## config.mk

```make
export PLATFORM = sky130hd
export DESIGN_NAME = gpio_eint_bank
export DESIGN_NICKNAME = d
export VERILOG_FILES = /design/src/rtl/gpio_eint_pkg.sv /design/src/rtl/eint_sampler.sv /design/src/rtl/eint_detect.sv /design/src/rtl/eint_regs.sv /design/src/rtl/gpio_eint_bank.sv
export SDC_FILE = /design/constraint.sdc
export NUM_CORES = 1
export LEC_CHECK = 0
export CAP_MARGIN = 20
export CORE_ASPECT_RATIO = 0.9
export CORE_MARGIN = 5
export CORE_UTILIZATION = 57
export DETAILED_ROUTE_END_ITERATION = 8
export PLACE_DENSITY = 0.91
export SLEW_MARGIN = 20
export SYNTH_ARGS = -nofsm -noshare
export SYNTH_HDL_FRONTEND = slang
export SYNTH_HIERARCHICAL = 1
export SYNTH_SLANG_ARGS = --single-unit
```

## constraint.sdc

```tcl
create_clock -name clk -period 4.5 [get_ports clk]
set_input_delay 1.35 -clock clk [delete_from_list [all_inputs] [get_ports clk]]
set_output_delay 1.35 -clock clk [all_outputs]
set_load 0.05 [all_outputs]
```

## src/rtl/gpio_eint_pkg.sv

```systemverilog
`timescale 1ns/1ps
package gpio_eint_pkg;
  localparam int SLOT_W         = 4;
  localparam int SLOTS_PER_WORD = 8;
  localparam int PS_W           = 3;
  localparam int CNT_W          = (1 << PS_W) - 1;
  localparam int DB_LSB         = 4;

  typedef enum logic [2:0] {
    EM_RISE = 3'd0,
    EM_FALL = 3'd1,
    EM_HIGH = 3'd2,
    EM_LOW  = 3'd3,
    EM_BOTH = 3'd4
  } eint_mode_e;

  // word index inside the 32-byte bank window
  localparam logic [2:0] WIDX_EN = 3'd4;
  localparam logic [2:0] WIDX_ST = 3'd5;
  localparam logic [2:0] WIDX_DB = 3'd6;

  function automatic logic edge_hit(input logic [2:0] mode, input logic cur, input logic prv);
    case (mode)
      EM_RISE: return cur & ~prv;
      EM_FALL: return ~cur & prv;
      EM_BOTH: return cur ^ prv;
      default: return 1'b0;
    endcase
  endfunction

  function automatic logic level_hit(input logic [2:0] mode, input logic cur);
    case (mode)
      EM_HIGH: return cur;
      EM_LOW:  return ~cur;
      default: return 1'b0;
    endcase
  endfunction

  // a sample is taken when the low ps bits of the phase counter are zero
  function automatic logic tick_due(input logic [CNT_W-1:0] cnt, input logic [PS_W-1:0] ps);
    logic [CNT_W-1:0] mask;
    mask = CNT_W'((8'd1 << ps) - 8'd1);
    return (cnt & mask) == '0;
  endfunction
endpackage

```

## src/rtl/eint_sampler.sv

```systemverilog
`timescale 1ns/1ps
module eint_sampler
  import gpio_eint_pkg::*;
#(
  parameter int N = 32
) (
  input  logic            clk,
  input  logic            rst_n,
  input  logic [N-1:0]    pin_in,
  input  logic [PS_W-1:0] ps,
  input  logic            restart,
  output logic [N-1:0]    cur_o,
  output logic [N-1:0]    prv_o,
  output logic            fresh_o
);
  logic [N-1:0]     sync1, sync2;
  logic [CNT_W-1:0] phase;
  logic             tick;

  assign tick = tick_due(phase, ps);

  always_ff @(posedge clk or negedge rst_n) begin
    if (!rst_n) begin
      sync1   <= '0;
      sync2   <= '0;
      phase   <= '0;
      cur_o   <= '0;
      prv_o   <= '0;
      fresh_o <= 1'b0;
    end else begin
      sync1   <= pin_in;
      sync2   <= sync1;
      phase   <= restart ? '0 : phase + 1'b1;
      fresh_o <= tick;
      if (tick) begin
        cur_o <= sync2;
        prv_o <= cur_o;
      end
    end
  end
endmodule

```

## src/rtl/eint_detect.sv

```systemverilog
`timescale 1ns/1ps
module eint_detect
  import gpio_eint_pkg::*;
#(
  parameter int N = 32
) (
  input  logic [N*SLOT_W-1:0] slots,
  input  logic [N-1:0]        cur,
  input  logic [N-1:0]        prv,
  input  logic [N-1:0]        func_ok,
  input  logic                fresh,
  output logic [N-1:0]        edge_set,
  output logic [N-1:0]        level_set
);
  for (genvar i = 0; i < N; i++) begin : g_line
    logic [2:0] mode;
    assign mode         = slots[i*SLOT_W +: 3];
    assign edge_set[i]  = func_ok[i] & fresh & edge_hit(mode, cur[i], prv[i]);
    assign level_set[i] = func_ok[i] & level_hit(mode, cur[i]);
  end
endmodule

```

## src/rtl/eint_regs.sv

```systemverilog
`timescale 1ns/1ps
module eint_regs
  import gpio_eint_pkg::*;
#(
  parameter int N        = 32,
  parameter int ADDR_W   = 12,
  parameter int BANK_IDX = 2
) (
  input  logic                clk,
  input  logic                rst_n,
  input  logic                acc_sel,
  input  logic                acc_wr,
  input  logic [ADDR_W-1:0]   acc_addr,
  input  logic [31:0]         acc_wdata,
  output logic [31:0]         acc_rdata,
  input  logic [N-1:0]        edge_set,
  input  logic [N-1:0]        level_set,
  output logic [N*SLOT_W-1:0] slots,
  output logic [N-1:0]        enable_q,
  output logic [N-1:0]        status_q,
  output logic [N-1:0]        clr_vec,
  output logic [PS_W-1:0]     ps_q,
  output logic                ps_restart,
  output logic                hit
);
  localparam int WIN_W     = ADDR_W - 5;
  localparam int BANK_SLOT = (32'h200 >> 5) + BANK_IDX;

  logic [2:0] widx;
  logic       wr_en;

  assign widx       = acc_addr[4:2];
  assign hit        = acc_addr[ADDR_W-1:5] == WIN_W'(BANK_SLOT);
  assign wr_en      = acc_sel & acc_wr & hit;
  assign clr_vec    = (wr_en && widx == WIDX_ST) ? acc_wdata[N-1:0] : '0;
  assign ps_restart = wr_en && widx == WIDX_DB;

  always_ff @(posedge clk or negedge rst_n) begin
    if (!rst_n) begin
      slots    <= '0;
      enable_q <= '0;
      status_q <= '0;
      ps_q     <= '0;
    end else begin
      for (int i = 0; i < N; i++) begin
        if (wr_en && widx == 3'(i / SLOTS_PER_WORD))
          slots[i*SLOT_W +: SLOT_W] <= acc_wdata[(i % SLOTS_PER_WORD)*SLOT_W +: SLOT_W];
      end
      if (wr_en && widx == WIDX_EN) enable_q <= acc_wdata[N-1:0];
      if (ps_restart) ps_q <= acc_wdata[DB_LSB +: PS_W];
      // edges win over a same-cycle clear, levels re-arm one cycle later
      status_q <= (status_q & ~clr_vec) | edge_set | (level_set & ~clr_vec);
    end
  end

  always_comb begin
    acc_rdata = '0;
    if (acc_sel && !acc_wr && hit) begin
      case (widx)
        WIDX_EN: acc_rdata[N-1:0] = enable_q;
        WIDX_ST: acc_rdata[N-1:0] = status_q;
        WIDX_DB: acc_rdata[DB_LSB +: PS_W] = ps_q;
        default: begin
          for (int i = 0; i < N; i++) begin
            if (widx == 3'(i / SLOTS_PER_WORD))
              acc_rdata[(i % SLOTS_PER_WORD)*SLOT_W +: SLOT_W] = slots[i*SLOT_W +: SLOT_W];
          end
        end
      endcase
    end
  end
endmodule

```

## src/rtl/gpio_eint_bank.sv

```systemverilog
`timescale 1ns/1ps
module gpio_eint_bank
  import gpio_eint_pkg::*;
#(
  parameter int          NUM_LINES = 32,
  parameter int          ADDR_W    = 12,
  parameter int          BANK_IDX  = 2,
  parameter int          FUNC_W    = 3,
  parameter int unsigned EINT_FUNC = 6
) (
  input  logic                        clk,
  input  logic                        rst_n,
  input  logic                        reg_sel,
  input  logic                        reg_wr,
  input  logic [ADDR_W-1:0]           reg_addr,
  input  logic [31:0]                 reg_wdata,
  output logic [31:0]                 reg_rdata,
  input  logic [NUM_LINES-1:0]        pin_in,
  input  logic [NUM_LINES*FUNC_W-1:0] pin_func,
  output logic                        irq_o
);
  logic [NUM_LINES*SLOT_W-1:0] slots;
  logic [NUM_LINES-1:0]        enable_q, status_q, clr_vec;
  logic [NUM_LINES-1:0]        cur, prv, func_ok, edge_set, level_set;
  logic [PS_W-1:0]             ps_q;
  logic                        ps_restart, fresh, win_hit;

  for (genvar i = 0; i < NUM_LINES; i++) begin : g_func
    assign func_ok[i] = pin_func[i*FUNC_W +: FUNC_W] == FUNC_W'(EINT_FUNC);
  end

  eint_sampler #(.N(NUM_LINES)) u_smp (
    .clk(clk), .rst_n(rst_n), .pin_in(pin_in), .ps(ps_q), .restart(ps_restart),
    .cur_o(cur), .prv_o(prv), .fresh_o(fresh)
  );

  eint_detect #(.N(NUM_LINES)) u_det (
    .slots(slots), .cur(cur), .prv(prv), .func_ok(func_ok), .fresh(fresh),
    .edge_set(edge_set), .level_set(level_set)
  );

  eint_regs #(.N(NUM_LINES), .ADDR_W(ADDR_W), .BANK_IDX(BANK_IDX)) u_regs (
    .clk(clk), .rst_n(rst_n), .acc_sel(reg_sel), .acc_wr(reg_wr), .acc_addr(reg_addr),
    .acc_wdata(reg_wdata), .acc_rdata(reg_rdata), .edge_set(edge_set),
    .level_set(level_set), .slots(slots), .enable_q(enable_q), .status_q(status_q),
    .clr_vec(clr_vec), .ps_q(ps_q), .ps_restart(ps_restart), .hit(win_hit)
  );

  always_ff @(posedge clk or negedge rst_n) begin
    if (!rst_n) irq_o <= 1'b0;
    else        irq_o <= |(status_q & enable_q);
  end
endmodule

```

==> flow_metrics.py, run 1 <==
metrics = {
    "floorplan": {
        "die-area_mm2": 0.0339,
        "core_mm2": 0.0299,
        "ioPinCount": 209,
        "start_util_pct": 57.9,
        "rows": 60,
        "die_x_um": 194,
        "die_h_um": 175,
    },
    "layout": {
        "multi_input_area_mm2": 0.00854,
        "final.fill_count": 1854,
        "finish.utilization_pct": 73.7,
        "syn2layout_area_growth_pct": 27.4,
        "fin_area_mm2": 0.0220,
        "fin_cells": 2213,
        "seqCellArea_mm2": 0.00831,
        "drive_gt1_share_pct": 22.1,
        "nNetsFinal": 2029,
    },
    "timing": {
        "hold_violations": 0,
        "maxSlewHeadroom_pct": 36.9,
        "slew_viol_final": 0,
        "fin_skew_ns": 0.0179,
        "fin_setup_tns_ns": 0,
        "setup_viol": 0,
        "tightest_slew_ns": 0.946,
        "finalCritPeriodShare_pct": 98.3,
        "timing.final.ws_setup_ns": 0.0783,
        "clock.fmax_mhz": 226,
        "min_period_ns": 4.42,
        "whs_ns": 0.345,
    },
    "setup_path": {
        "worstSetupStartpoint": "reg_addr[5]",
        "startpoint_type": "input port",
        "r2r_end": "u_smp/prv_o[6]$_DFFE_PN0N_",
        "rrSetupSlack_ns": 1.49,
        "reg2reg_from": "u_regs/ps_q[2]$_DFFE_PN0P_",
        "critical_path_class": "in -> out",
        "ff2ff_path_depth": 7,
        "worstSetupEndpointType": "output pin",
        "cp_max_fo": 5,
        "critPathArrivalTime_ns": 3.07,
        "cp.required_ns": 3.15,
    },
    "routing": {
        "drtIter0Drc": 1546,
        "detail_route.vias_per_cell": 6.25,
        "drt_first_pass_iters": 6,
        "drc_errors": 0,
        "wirelength_mm": 51.7,
        "wl_per_cell_um": 23.4,
        "via_count": 13800,
        "ant_nets": 0,
    },
    "worst_hold_path": {
        "hold_class": "reg -> reg",
        "hp-start": "u_smp/sync1[0]$_DFF_PN0_",
        "holdPathStages": 0,
        "min_to": "u_smp/sync2[0]$_DFF_PN0_",
    },
    "clock_network": {
        "clkSlewWorstSetupHoldPaths_ns": 0.06,
        "numClockSinks": 332,
        "cts-root-buf": "clkbuf_16",
        "cts_max_level": 2,
        "cts_tree": "yes",
        "clk_latency_ns": 0.52,
        "cts_buffers": 35,
        "hold_buffers": 0,
        "clockBufferDepth": 3,
    },
    "placement": {
        "place_area_mm2": 0.0207,
        "routabilityCongestion": 0.927,
        "dp.cells": 2147,
        "dp_slack_ns": -0.0987,
        "numPortBuffers": 206,
        "hpwl_mm": 33.9,
    },
    "outcome": {
        "outcome": "completed",
    },
    "global_route": {
        "grt_use_total_pct": 29.7,
        "grt_max_degree": 122,
        "grt_pass1_vias": 14500,
        "grt_pass1_wl_mm": 80.7,
        "antenna_found_initial": 1,
        "globalRouteOverflowTotal": 0,
    },
    "power_and_ir_drop": {
        "peakVddDrop_v": 0.000239,
        "total_power_mw": 7.39,
        "power.density_mw_per_mm2": 336,
        "leakagePower_nw": 9.70,
    },
    "synthesis": {
        "syn_nets": 1795,
        "netlist_area_mm2": 0.0173,
        "synth_cells": 1553,
        "postSynthAreaPerCell_um2": 11.1,
        "synth_warnings": 6,
    },
    "run": {
        "cap_viol_max_count": 0,
    },
}
-- placed cells by master (no fill, tap or decap), types with 3 or more instances in the layout --
cell / n
clkbuf_1: 11
bufinv_16: 3
buf_4: 51
nand4_1: 7
clkdlybuf4s50_1: 163
nor4b_2: 30
mux2_4: 30
nand3b_1: 31
buf_12: 40
a31oi_1: 33
dlygate4sd2_1: 3
nor2_1: 44
nor2b_1: 66
xnor2_1: 36
a21oi_1: 5
a221oi_1: 27
a311oi_4: 16
clkbuf_8: 6
a22oi_1: 15
clkbuf_16: 38
nand3_1: 4
mux2i_1: 34
inv_1: 129
o21ai_0: 95
dfrtp_1: 331
nand2_1: 135
buf_16: 3
nor2_2: 4
a221oi_2: 4
mux2_2: 144
a311oi_2: 12
nor3_1: 96
ha_1: 66
mux2_1: 56
-- critical path, stage by stage --
cell and delay, ns:
clkdlybuf4s15_1 0.19, or3b_4 0.42, nor2_4 0.11, nand3_4 0.11, buf_12 0.18, buf_12 0.14, a311oi_2 0.25, buf_4 0.18
buf_12 0.13
-- worst max-delay path by stage --
stage / slack (ns) / to / cells after the start
finish: 0.08 / reg_rdata[20] / 9
global placement: -0.08 / reg_rdata[19] / 7
detailed placement: -0.1 / reg_rdata[8] / 7
CTS: 0.01 / reg_rdata[8] / 8
global route: -0.003 / reg_rdata[3] / 8
floorplan: -0.1 / reg_rdata[29] / 6
-- registers in the layout, summed over array words and instances (netlist names) --
register and cells:
u_regs/enable_q 32, u_smp/fresh_o 1, u_smp/cur_o 32, u_smp/prv_o 32
irq_o 1, u_smp/phase 7, u_regs/ps_q 3, u_regs/slots 128
u_regs/status_q 32, u_smp/sync2 32, u_smp/sync1 32
-- what timing repair did --
| item | CTS | global route |
|---|---|---|
| setup endpoints to repair | 31 | 4 |
| setup buffers | 3 | 0 |
| pin swaps | 7 | 5 |
| gates resized for setup | 16 | 5 |
| gates cloned | 2 | 1 |
| hold endpoints to repair | 0 | 0 |
-- final cells by class --
| class | count | share of cell area, % |
|---|---|---|
| Antenna cell | 1 | 0.0114 |
| Sequential cell | 332 | 37.7 |
| Clock buffer | 54 | 4.77 |
| Inverter | 130 | 2.22 |
| Multi-Input combinational cell | 1019 | 38.8 |
| Clock inverter | 5 | 0.466 |
| Tap cell | 403 | 2.29 |
| Timing Repair Buffer | 269 | 13.8 |
-- per-layer routing --
metal	global-route usage (%)	share of wire, %
met4	13.1	4.8
met3	6.03	9.2
met1	37.2	38
met2	50.2	48
met5	0	0
-- where the power goes --
| part | leakage (nW) | internal (mW) | switching, mW |
|---|---|---|---|
| combinational | 4.94 | 0.464 | 0.521 |
| clock | 0.559 | 1.77 | 1.18 |
| sequential | 4.20 | 3.20 | 0.264 |
| total | 9.70 | 5.43 | 1.96 |
Power figures use the tool's default switching activity.
==> run 2: changes to the inputs <==
Settings changed: HOLD_SLACK_MARGIN set to 0.05.
==> results of run 2 <==
The final DEF is identical to that of run 1; final timing and power are the same.
